<file path="src/rtl/csi_pkg.sv">
package csi_pkg;
  localparam int NUM_SRC  = 2;
  localparam int SRC_LOCK = 0;  // wr_data bit for the lock flag
  localparam int SRC_OSC  = 1;  // wr_data bit for the oscillator flag
endpackage

</file>
<file path="src/rtl/csi_sync.sv">
module csi_sync #(
  parameter int STAGES = 2
) (
  input  logic clk,
  input  logic rst,
  input  logic d,
  output logic q
);
  logic [STAGES-1:0] chain;

  always_ff @(posedge clk) begin
    if (rst) chain <= '0;
    else     chain <= {chain[STAGES-2:0], d};
  end

  assign q = chain[STAGES-1];
endmodule

</file>
<file path="src/rtl/csi_qual.sv">
module csi_qual #(
  parameter int QUAL_CYCLES = 16
) (
  input  logic clk,
  input  logic rst,
  input  logic lock_s,
  input  logic osc_en,
  input  logic filt_en,
  input  logic full_stop,
  output logic qual
);
  localparam int CW = $clog2(QUAL_CYCLES + 1);
  localparam logic [CW-1:0] CMAX = CW'(QUAL_CYCLES);
  localparam logic [CW-1:0] CTHR = CW'(QUAL_CYCLES - 1);

  logic          ok;
  logic [CW-1:0] cnt;

  assign ok = osc_en & ~full_stop & lock_s;

  always_ff @(posedge clk) begin
    if (rst) begin
      cnt  <= '0;
      qual <= 1'b0;
    end else if (!ok) begin
      cnt  <= '0;
      qual <= 1'b0;
    end else begin
      if (cnt != CMAX) cnt <= cnt + 1'b1;
      qual <= ~filt_en | (cnt >= CTHR);
    end
  end
endmodule

</file>
<file path="src/rtl/csi_flag.sv">
module csi_flag (
  input  logic clk,
  input  logic rst,
  input  logic level,
  input  logic clr,
  output logic flag
);
  logic level_d;

  always_ff @(posedge clk) begin
    if (rst) begin
      level_d <= 1'b0;
      flag    <= 1'b0;
    end else begin
      level_d <= level;
      // a change event outranks a clear at the same edge
      flag    <= (level ^ level_d) | (flag & ~clr);
    end
  end
endmodule

</file>
<file path="src/rtl/clk_status_irq.sv">
module clk_status_irq #(
  parameter int SYNC_STAGES = 2,
  parameter int QUAL_CYCLES = 16
) (
  input  logic       clk,
  input  logic       rst,
  input  logic       lock_in,
  input  logic       osc_en,
  input  logic       filt_en,
  input  logic       full_stop,
  input  logic       lock_ie,
  input  logic       osc_ie,
  input  logic       wr_en,
  input  logic [1:0] wr_data,
  output logic       osc_qual,
  output logic       lock_flag,
  output logic       osc_flag,
  output logic       irq
);
  import csi_pkg::*;

  logic               lock_s;
  logic [NUM_SRC-1:0] level, clr, flags, ie;

  csi_sync #(.STAGES(SYNC_STAGES)) u_sync (
    .clk(clk), .rst(rst), .d(lock_in), .q(lock_s)
  );

  csi_qual #(.QUAL_CYCLES(QUAL_CYCLES)) u_qual (
    .clk(clk), .rst(rst), .lock_s(lock_s), .osc_en(osc_en),
    .filt_en(filt_en), .full_stop(full_stop), .qual(osc_qual)
  );

  assign level[SRC_LOCK] = lock_s;
  assign level[SRC_OSC]  = osc_qual;
  assign ie[SRC_LOCK]    = lock_ie;
  assign ie[SRC_OSC]     = osc_ie;

  for (genvar i = 0; i < NUM_SRC; i++) begin : g_flag
    assign clr[i] = wr_en & wr_data[i];
    csi_flag u_flag (
      .clk(clk), .rst(rst), .level(level[i]), .clr(clr[i]), .flag(flags[i])
    );
  end

  assign lock_flag = flags[SRC_LOCK];
  assign osc_flag  = flags[SRC_OSC];

  always_ff @(posedge clk) begin
    if (rst) irq <= 1'b0;
    else     irq <= |(flags & ie);
  end
endmodule

</file>
<file path="config.mk">
export PLATFORM = sky130hd
export DESIGN_NAME = clk_status_irq
export DESIGN_NICKNAME = d
export VERILOG_FILES = /design/src/rtl/csi_pkg.sv /design/src/rtl/csi_sync.sv /design/src/rtl/csi_qual.sv /design/src/rtl/csi_flag.sv /design/src/rtl/clk_status_irq.sv
export SDC_FILE = /design/constraint.sdc
export NUM_CORES = 1
export LEC_CHECK = 0
export BUFFER_PORTS_ARGS = -buffer_cell sky130_fd_sc_hd__buf_2
export CORE_AREA = 2 2 39 41
export CTS_BUF_LIST = sky130_fd_sc_hd__clkbuf_4
export DETAILED_ROUTE_END_ITERATION = 16
export DIE_AREA = 0 0 41 43
export PLACE_DENSITY_LB_ADDON = 0.25
export SETUP_SLACK_MARGIN = 0.02
export SYNTH_ARGS = -nofsm -noshare
export SYNTH_HDL_FRONTEND = slang
export SYNTH_SLANG_ARGS = --single-unit
</file>
<file path="constraint.sdc">
create_clock -name clk -period 2.6 [get_ports clk]
set_input_delay 0.26 -clock clk [delete_from_list [all_inputs] [get_ports clk]]
set_output_delay 0.26 -clock clk [all_outputs]
set_load 0.02 [all_outputs]
</file>
Word-level counts from Yosys, hierarchy flattened
Index checks and enable logic that the tools add are counted.

operators by class
  reductions and logical operators = 2
  magnitude comparators = 1
  bitwise gates (word level) = 17
  eq/ne operators = 1
  add/subtract/negate cells = 1

operators by type and width
  operator                                                            number
  bitwise AND 1 bit                                                   6
  adder 5 x 1 -> 5 bit (second input constant)                        1
  greater-or-equal comparator 5 x 4 -> 1 bit (second input constant)  1
  inequality test 5 bit (second input constant)                       1
  inverter 1 bit                                                      5
  OR reduction 2 bit                                                  2
  OR 1 bit                                                            3
  bitwise AND 2 bit                                                   1
  bitwise XOR 1 bit                                                   2

word-level totals
  logic and storage cells = 30
  register bits = 13
  output and inout port bits = 4

Logic depth before layout (Yosys ltp)
Gate-level depths: netlist of run 1.

  depth after elaboration = 5
  mapped depth = 5
  depth with buffers taken out = 5

By module
From an unflattened synthesis of run 1, not the netlist that was laid out.

second synthesis, totals
  cells, all modules = 50
  area, all modules = 515.5 um2

by module, submodules not included
  module          area each (um2)  times used  sequential area each (um2)  cells each
  csi_qual        286.5            1           120.1                       29
  csi_flag        66.3             2           40.0                        6
  csi_sync        52.6             1           40.0                        4
  clk_status_irq  43.8             1           20.0                        5

Worst setup path before layout of run 1
OpenSTA, ideal clock, no wires.

  kind = reg2reg
  start = reg u_qual.cnt[0]
  end = reg u_qual.qual
  library setup time = 0.122 ns
  stages on the path, launching flop included = 6
  slack = 1.444 ns
  arrival = 1.035 ns
  required time = 2.478 ns
  buffers on the path = 0
  cells stage by stage = dfxtp_1 > ha_1 > and3_2 > ha_1 > nor2_1 > a31oi_1

between the ends
  longest elaborated chain between the ends = 2

RTL lines
  element                                     RTL line        text
  from (decl)                                 csi_qual.sv:17  logic [CW-1:0] cnt;
  from (signal assigned)                      csi_qual.sv:29  if (cnt != CMAX) cnt <= cnt + 1'b1;
  greater-or-equal comparator 5 x 4 -> 1 bit  csi_qual.sv:30  qual <= ~filt_en | (cnt >= CTHR);
  OR 1 bit                                    csi_qual.sv:30
  to (signal assigned)                        csi_qual.sv:30
  to (decl)                                   csi_qual.sv:10  output logic qual

Every way passes these cells.
A chain may end at the register's enable or synchronous reset.

Worst setup path after layout of run 1
Same ends and word-level chain as after synthesis.

==> metrics, run 1 <==
hold-fix buffers at CTS=0; total number of placement rows=14; count of input and output buffers=14; worst-case hold slack=173 ps; number of DRC violations after detailed-routing iteration 0=5; critical path endpoint category=flop; number of synthesis warnings=0; flip-flop and latch count after synthesis=13; number of vias per cell=4.42; setup_tns=0 ps; Data required, critical path=2760 ps; net count of the mapped netlist=64; overall fraction of global-route tracks in use=11.0%; I/O pin cnt=15; switching share of total power=20.0%; Area Growth Syn to Fin=23.6%; Resized Gates After CTS=0; share of the cycle needed by the critical path after routing=46.9%; horizontal extent of the die=41 microns; commonest non-fill, non-tap cells in the layout=sky130_fd_sc_hd__buf_2, sky130_fd_sc_hd__dfxtp_1, sky130_fd_sc_hd__nor2_1; initial antenna violation count=0; Chip Height=43 microns; antenna cell count=0; global-route wire length before repair=1.28 mm; Internal Pwr Total=283 uW; CTS root buf=sky130_fd_sc_hd__clkbuf_4; crit-path max cell delay=340 ps; post-synthesis instance total=50; die area=0.00176 sq mm; share of post-route cells with drive strength above 1=32.4%; clock network fraction of total power=36.7%; final worst path period need=1220 ps; leakage power of the design=0.280 nW; final WL=769 microns; clock transition at the register clock pins on the worst setup and hold paths after CTS=70 ps; worst-margin pin slew=162 ps; Layout Skew=0.793 ps; Net Switching=70.4 uW; most repeated library cell on the critical path=sky130_fd_sc_hd__ha_1; Inserted Clock Buffers=3; sequential share of the synthesized area=51.2%; launching element type of the critical path=flop; most frequent standard cell in the layout excluding fill and tap cells=sky130_fd_sc_hd__buf_2; fmax=821 MHz; Maximum Capacitance Violations=0; grt total ovfl=0; Fill cells=149; largest net degree at the start of global routing=8; run status=finished clean; Bufs on Longest Clock Path=2; Final nets=83; Final Hold Violating Endpoints=0; max-slew violation count=0; setup repair after global routing missed its margin=no; routability congestion estimate=0.674; Max-slew headroom=89.1%; clock insertion delay at the later pin of the skew report=270 ps; Critical Setup Path Class=reg -> reg; CTS sink count=13; slowest stage cell on the critical path=sky130_fd_sc_hd__dfxtp_1; Min-Delay Path Class=in -> reg; final-report setup violation count=0; crit path DAT=1380 ps; P per Cell Area=562 mW/mm^2; post-synthesis cell area=508 sq um; sequential fraction of design power=57.9%; Logic pwr share=5.5%; drc violations=0; CTS tree=built; maximum vdd ir drop=0.000305 V; Pre-antenna DRT Iters=2; CP Cell Sequence=ha_1 > and3_2 > ha_1 > nor2_1 > a31oi_1; number of buffers inserted to repair setup after CTS=0; residual antenna-violating net count after detailed routing=0; vias in the first global route=337; number of library cell types mapped by synthesis=19; Starting Density=36.7%; H-tree depth=1; CP Max Fanout=4; Placeable Area=0.00138 sq mm; syn avg cell area=10.2 sq um; routed vias=371; DR WL/cell=9.15 microns
[worst max-delay path: cells and delay by family, from the launching register on]
| family | cells | cell delay (ps) |
|---|---|---|
| DFF | 1 | 340 |
| AOI/OAI and AO/OA | 1 | 80 |
| adders and majority gates | 2 | 390 |
| and+or+nand+nor | 2 | 300 |
[synth_stat cells]
cell                       instances  area [sq um]
sky130_fd_sc_hd__and3_2            1          7.51
sky130_fd_sc_hd__a21oi_1           3          15.0
sky130_fd_sc_hd__nand4_1           1          6.26
sky130_fd_sc_hd__nand2_1           2          7.51
sky130_fd_sc_hd__nand3b_2          1          11.3
sky130_fd_sc_hd__inv_1             4          15.0
sky130_fd_sc_hd__xnor2_1           2          17.5
sky130_fd_sc_hd__dfxtp_1          13           260
sky130_fd_sc_hd__nor2_1            7          26.3
sky130_fd_sc_hd__nor2b_1           3          18.8
sky130_fd_sc_hd__nand3_1           1          5.00
sky130_fd_sc_hd__nor3_1            1          5.00
sky130_fd_sc_hd__and4bb_4          1          16.3
sky130_fd_sc_hd__nor2b_2           1          8.76
sky130_fd_sc_hd__xor2_1            3          26.3
sky130_fd_sc_hd__ha_1              3          37.5
sky130_fd_sc_hd__a22oi_1           1          7.51
sky130_fd_sc_hd__a31oi_1           1          6.26
sky130_fd_sc_hd__mux2i_1           1          10.0
[cell families (layout without fill, tap and decap cells)]
kind of cell	after synthesis	count (layout)	share of synthesized area [%]
AO/OA/AOI/OAI	5	5	5.67
XOR/XNOR	5	5	8.62
adder cells (fa/ha/maj)	3	3	7.39
buffers and inverters	4	22	2.95
flip-flops	13	13	51.2
multiplexers	1	1	1.97
AND/OR/NAND/NOR	19	19	22.2
[area by class of cell]
class	instances	area (sq um)	share of cell area [%]
Sequential cell	13	260	41.4
Multi-Input combinational cell	33	233	37.1
Timing Repair Buffer	14	70.1	11.2
Clock buffer	4	30.0	4.78
Tap cell	16	20.0	3.19
Inverter	4	15.0	2.39
[per-layer routing]
metal	track usage (%)	routed length (microns)	up-vias	part of all wire (%)
li1	-	-	201	-
met1	12.7	352	156	46
met2	16.3	338	12	44
met3	4.71	60	2	7.8
met4	6.00	18	0	2.3
met5	0	0	-	0
[stage by stage]
| stage | cells | cell area, sq um | total power [mW] | setup slack (ps) | util [%] |
|---|---|---|---|---|---|
| floorplan | 50 | 508 | 0.217 | 1440 | - |
| global placement | 80 | 598 | 0.228 | 1380 | 43.2 |
| detailed placement | 80 | 598 | 0.229 | 1390 | 43.2 |
| CTS | 84 | 628 | 0.358 | 1380 | 45.4 |
| global route | 84 | 628 | 0.370 | 1320 | 45.4 |
| finish | 84 | 628 | 0.353 | 1380 | 45.4 |
[power by group through the flow]
stage	Combinational [mW]	Sequential (mW)	Clock (mW)
floorplan	0.00594	0.211	0
finish	0.0192	0.204	0.130
global placement	0.0191	0.209	0
detailed placement	0.0195	0.209	0
CTS	0.0196	0.204	0.134
global route	0.0219	0.205	0.144
[registers in the layout, summed over array words and instances, names as in the netlist]
register	count
g_flag.u_flag.flag	2
g_flag.u_flag.level_d	2
irq	1
u_qual.cnt	5
u_qual.qual	1
u_sync.chain	2
[worst paths after layout]
check,start,endpoint,slack [ps],depth (start not counted)
max,u_qual.cnt[0],u_qual.qual,1380,5
min,filt_en,u_qual.qual,170,2
max reg2reg,u_qual.cnt[0],u_qual.qual,1380,5
min reg2reg,u_sync.chain[0],u_sync.chain[1],440,1
Note: power is estimated with default switching activity, not from simulation.
==> run 2: changes to the inputs <==
==> constraint.sdc (replaced) <==
create_clock -name clk -period 1 [get_ports clk]
set_input_delay 0.1 -clock clk [delete_from_list [all_inputs] [get_ports clk]]
set_output_delay 0.1 -clock clk [all_outputs]
set_load 0.02 [all_outputs]
==> run 2 against run 1 <==
Net effect: the run now ends with setup timing left; sequential cell count stayed put; total power rose to 2.6 times the previous value; cell area rose by 16%; maximum frequency rose by 6.4%; first-iteration DRC count fell by 100%; global-route usage is 2.2 points higher; worst setup slack worse by 1500 ps; combinational power increased to 2.6 times the previous value; critical endpoint is now u_qual.cnt[1]; register-to-register slack worse by 1500 ps; non-clock buffer count rose by 5; critical path type unchanged; via count rose by 10%; worst hold slack worse by 160 ps.
==> metrics, run 2 (same netlist as run 1, synthesis figures left out) <==
run status=finished with violations; failing checks=setup timing; utilization after layout=52.8%; vias in the first global route=366; met3 usage in global routing=9.42%; largest net degree at the start of global routing=8; number of buffer and inverter instances along the worst setup path=1; slack of the worst reg-to-reg path=-150 ps; Starting Density=36.7%; Maximum Capacitance Violations=0; largest reg by FF count=u_qual.cnt; count of input and output buffers=14; drc violations=0; die area=0.00176 sq mm; RR Endpoint=u_qual.cnt[1]; horizontal extent of the die=41 microns; total area of multi-input combinational cells=282 sq um; Fill cells=138; CTS tree=built; total power consumption of the routed design=924 uW; routed vias=409; worst-margin pin slew=168 ps; final non-filler cell total=89; Internal Pwr Total=731 uW; number of cells traversed by the worst register-to-register path=5; Setup WS post-layout=-145 ps; hold path depth=2; Chip Height=43 microns; clock transition at the register clock pins on the worst setup and hold paths after CTS=70 ps; fmax=873 MHz; number of cells in the design after placement=84; residual antenna-violating net count after detailed routing=0; Placeable Area=0.00138 sq mm; final worst path period need=1150 ps; met2 track demand over resource=20.3%; Area Growth Syn to Fin=43.8%; H-tree depth=1; maximum vdd ir drop=0.000931 V; slowest stage cell on the critical path=sky130_fd_sc_hd__dfxtp_4; initial antenna violation count=0; register area=268 sq um; setup repair after global routing missed its margin=yes; launching element type of the critical path=flop; reg2reg start=u_qual.cnt[1]; total number of placement rows=14; Pre-antenna DRT Iters=1; grt total ovfl=0; Bufs on Longest Clock Path=2; CTS sink count=13; hold-fix buffers at CTS=0; peak-usage layer in the global routing report=met2; clock network fraction of total power=37.6%; Net Switching=193 uW; Layout Skew=2.36 ps; critical path endpoint category=flop; critical hold path startpoint=filt_en; share of post-route cells with drive strength above 1=47.9%; Max-slew headroom=88.8%; crit path DAT=1320 ps; Inserted Clock Buffers=3; share of the cycle needed by the critical path after routing=115%; CP Max Fanout=4; Data required, critical path=1170 ps; clock insertion delay at the later pin of the skew report=280 ps; final WL=850 microns; Critical Setup Path Class=reg -> reg; Hold Crit Endpoint=u_qual.qual; number of vias per cell=4.60; routability congestion estimate=0.728; worst-case hold slack=8.84 ps; Final Hold Violating Endpoints=0; most frequent standard cell in the layout excluding fill and tap cells=sky130_fd_sc_hd__buf_2; I/O pin cnt=15; flip-flop count of the largest register, all copies and words added=5; final-report setup violation count=4; Final nets=88; P per Cell Area=1260 mW/mm^2; CP Cell Sequence=inv_4 > ha_4 > and4bb_4 > mux2i_1 > nor2_1; overall fraction of global-route tracks in use=13.2%; DR WL/cell=9.55 microns; max-slew violation count=0; commonest non-fill, non-tap cells in the layout=sky130_fd_sc_hd__buf_2, sky130_fd_sc_hd__dfxtp_1, sky130_fd_sc_hd__nor2_1; HPWL after detailed placement=637 microns; sequential fraction of design power=57.0%; global-route wire length before repair=1.37 mm; Logic pwr share=5.4%; global-route met1 utilization=9.77%; CTS root buf=sky130_fd_sc_hd__clkbuf_4; crit-path max cell delay=370 ps; switching share of total power=20.9%; number of DRC violations after detailed-routing iteration 0=0; Min-Delay Path Class=in -> reg; antenna cell count=0; CP top delay family=flip-flops; leakage power of the design=0.310 nW
-- run 2: worst max path at each step --
| stage | cells past startpoint | to | start | slack [ps] |
|---|---|---|---|---|
| floorplan | 5 | u_qual.cnt[1] | u_qual.cnt[0] | -110 |
| global placement | 5 | u_qual.cnt[1] | u_qual.cnt[0] | -140 |
| detailed placement | 5 | u_qual.cnt[1] | u_qual.cnt[0] | -150 |
| CTS | 5 | u_qual.cnt[1] | u_qual.cnt[1] | -150 |
| global route | 5 | u_qual.cnt[1] | u_qual.cnt[1] | -200 |
| finish | 5 | u_qual.cnt[1] | u_qual.cnt[1] | -150 |
-- run 2: area by class of cell --
type,instances,area share [%]
sequential,13,36.6
timing repair buffer,19,15.2
clock buffer,4,4.11
multi-input combinational,33,38.5
inverter,4,2.74
tap,16,2.74
-- run 2: timing repair --
| action | 4_1_cts | 5_1_grt |
|---|---|---|
| gates resized for setup | 4 | 4 |
| setup buffers | 1 | 0 |
| pin swaps | 5 | 0 |
| setup endpoints to repair | 5 | 5 |
-- run 2: power by group through the flow --
stage / clock (mW) / sequential, mW / combinational [mW]
floorplan: 0 / 0.546 / 0.0155
global placement: 0 / 0.541 / 0.0491
detailed placement: 0 / 0.541 / 0.0498
CTS: 0.370 / 0.526 / 0.0513
global route: 0.391 / 0.528 / 0.0565
finish: 0.347 / 0.526 / 0.0501
-- run 2: per-layer routing --
| metal | part of all wire (%) | wire (microns) | vias up |
|---|---|---|---|
| met1 | 36 | 306 | 180 |
| li1 | - | - | 212 |
| met4 | 4.2 | 36 | 0 |
| met5 | 0 | 0 | - |
| met2 | 50 | 426 | 13 |
| met3 | 9.5 | 81 | 4 |
-- run 2: stage by stage --
stage	TNS [ps]	area (sq um)	worst slack [ps]
after floorplan	-344	542	-108
after global placement	-454	662	-139
after detailed placement	-522	662	-153
after CTS	-466	714	-153
after global routing	-703	731	-199
final	-459	731	-145
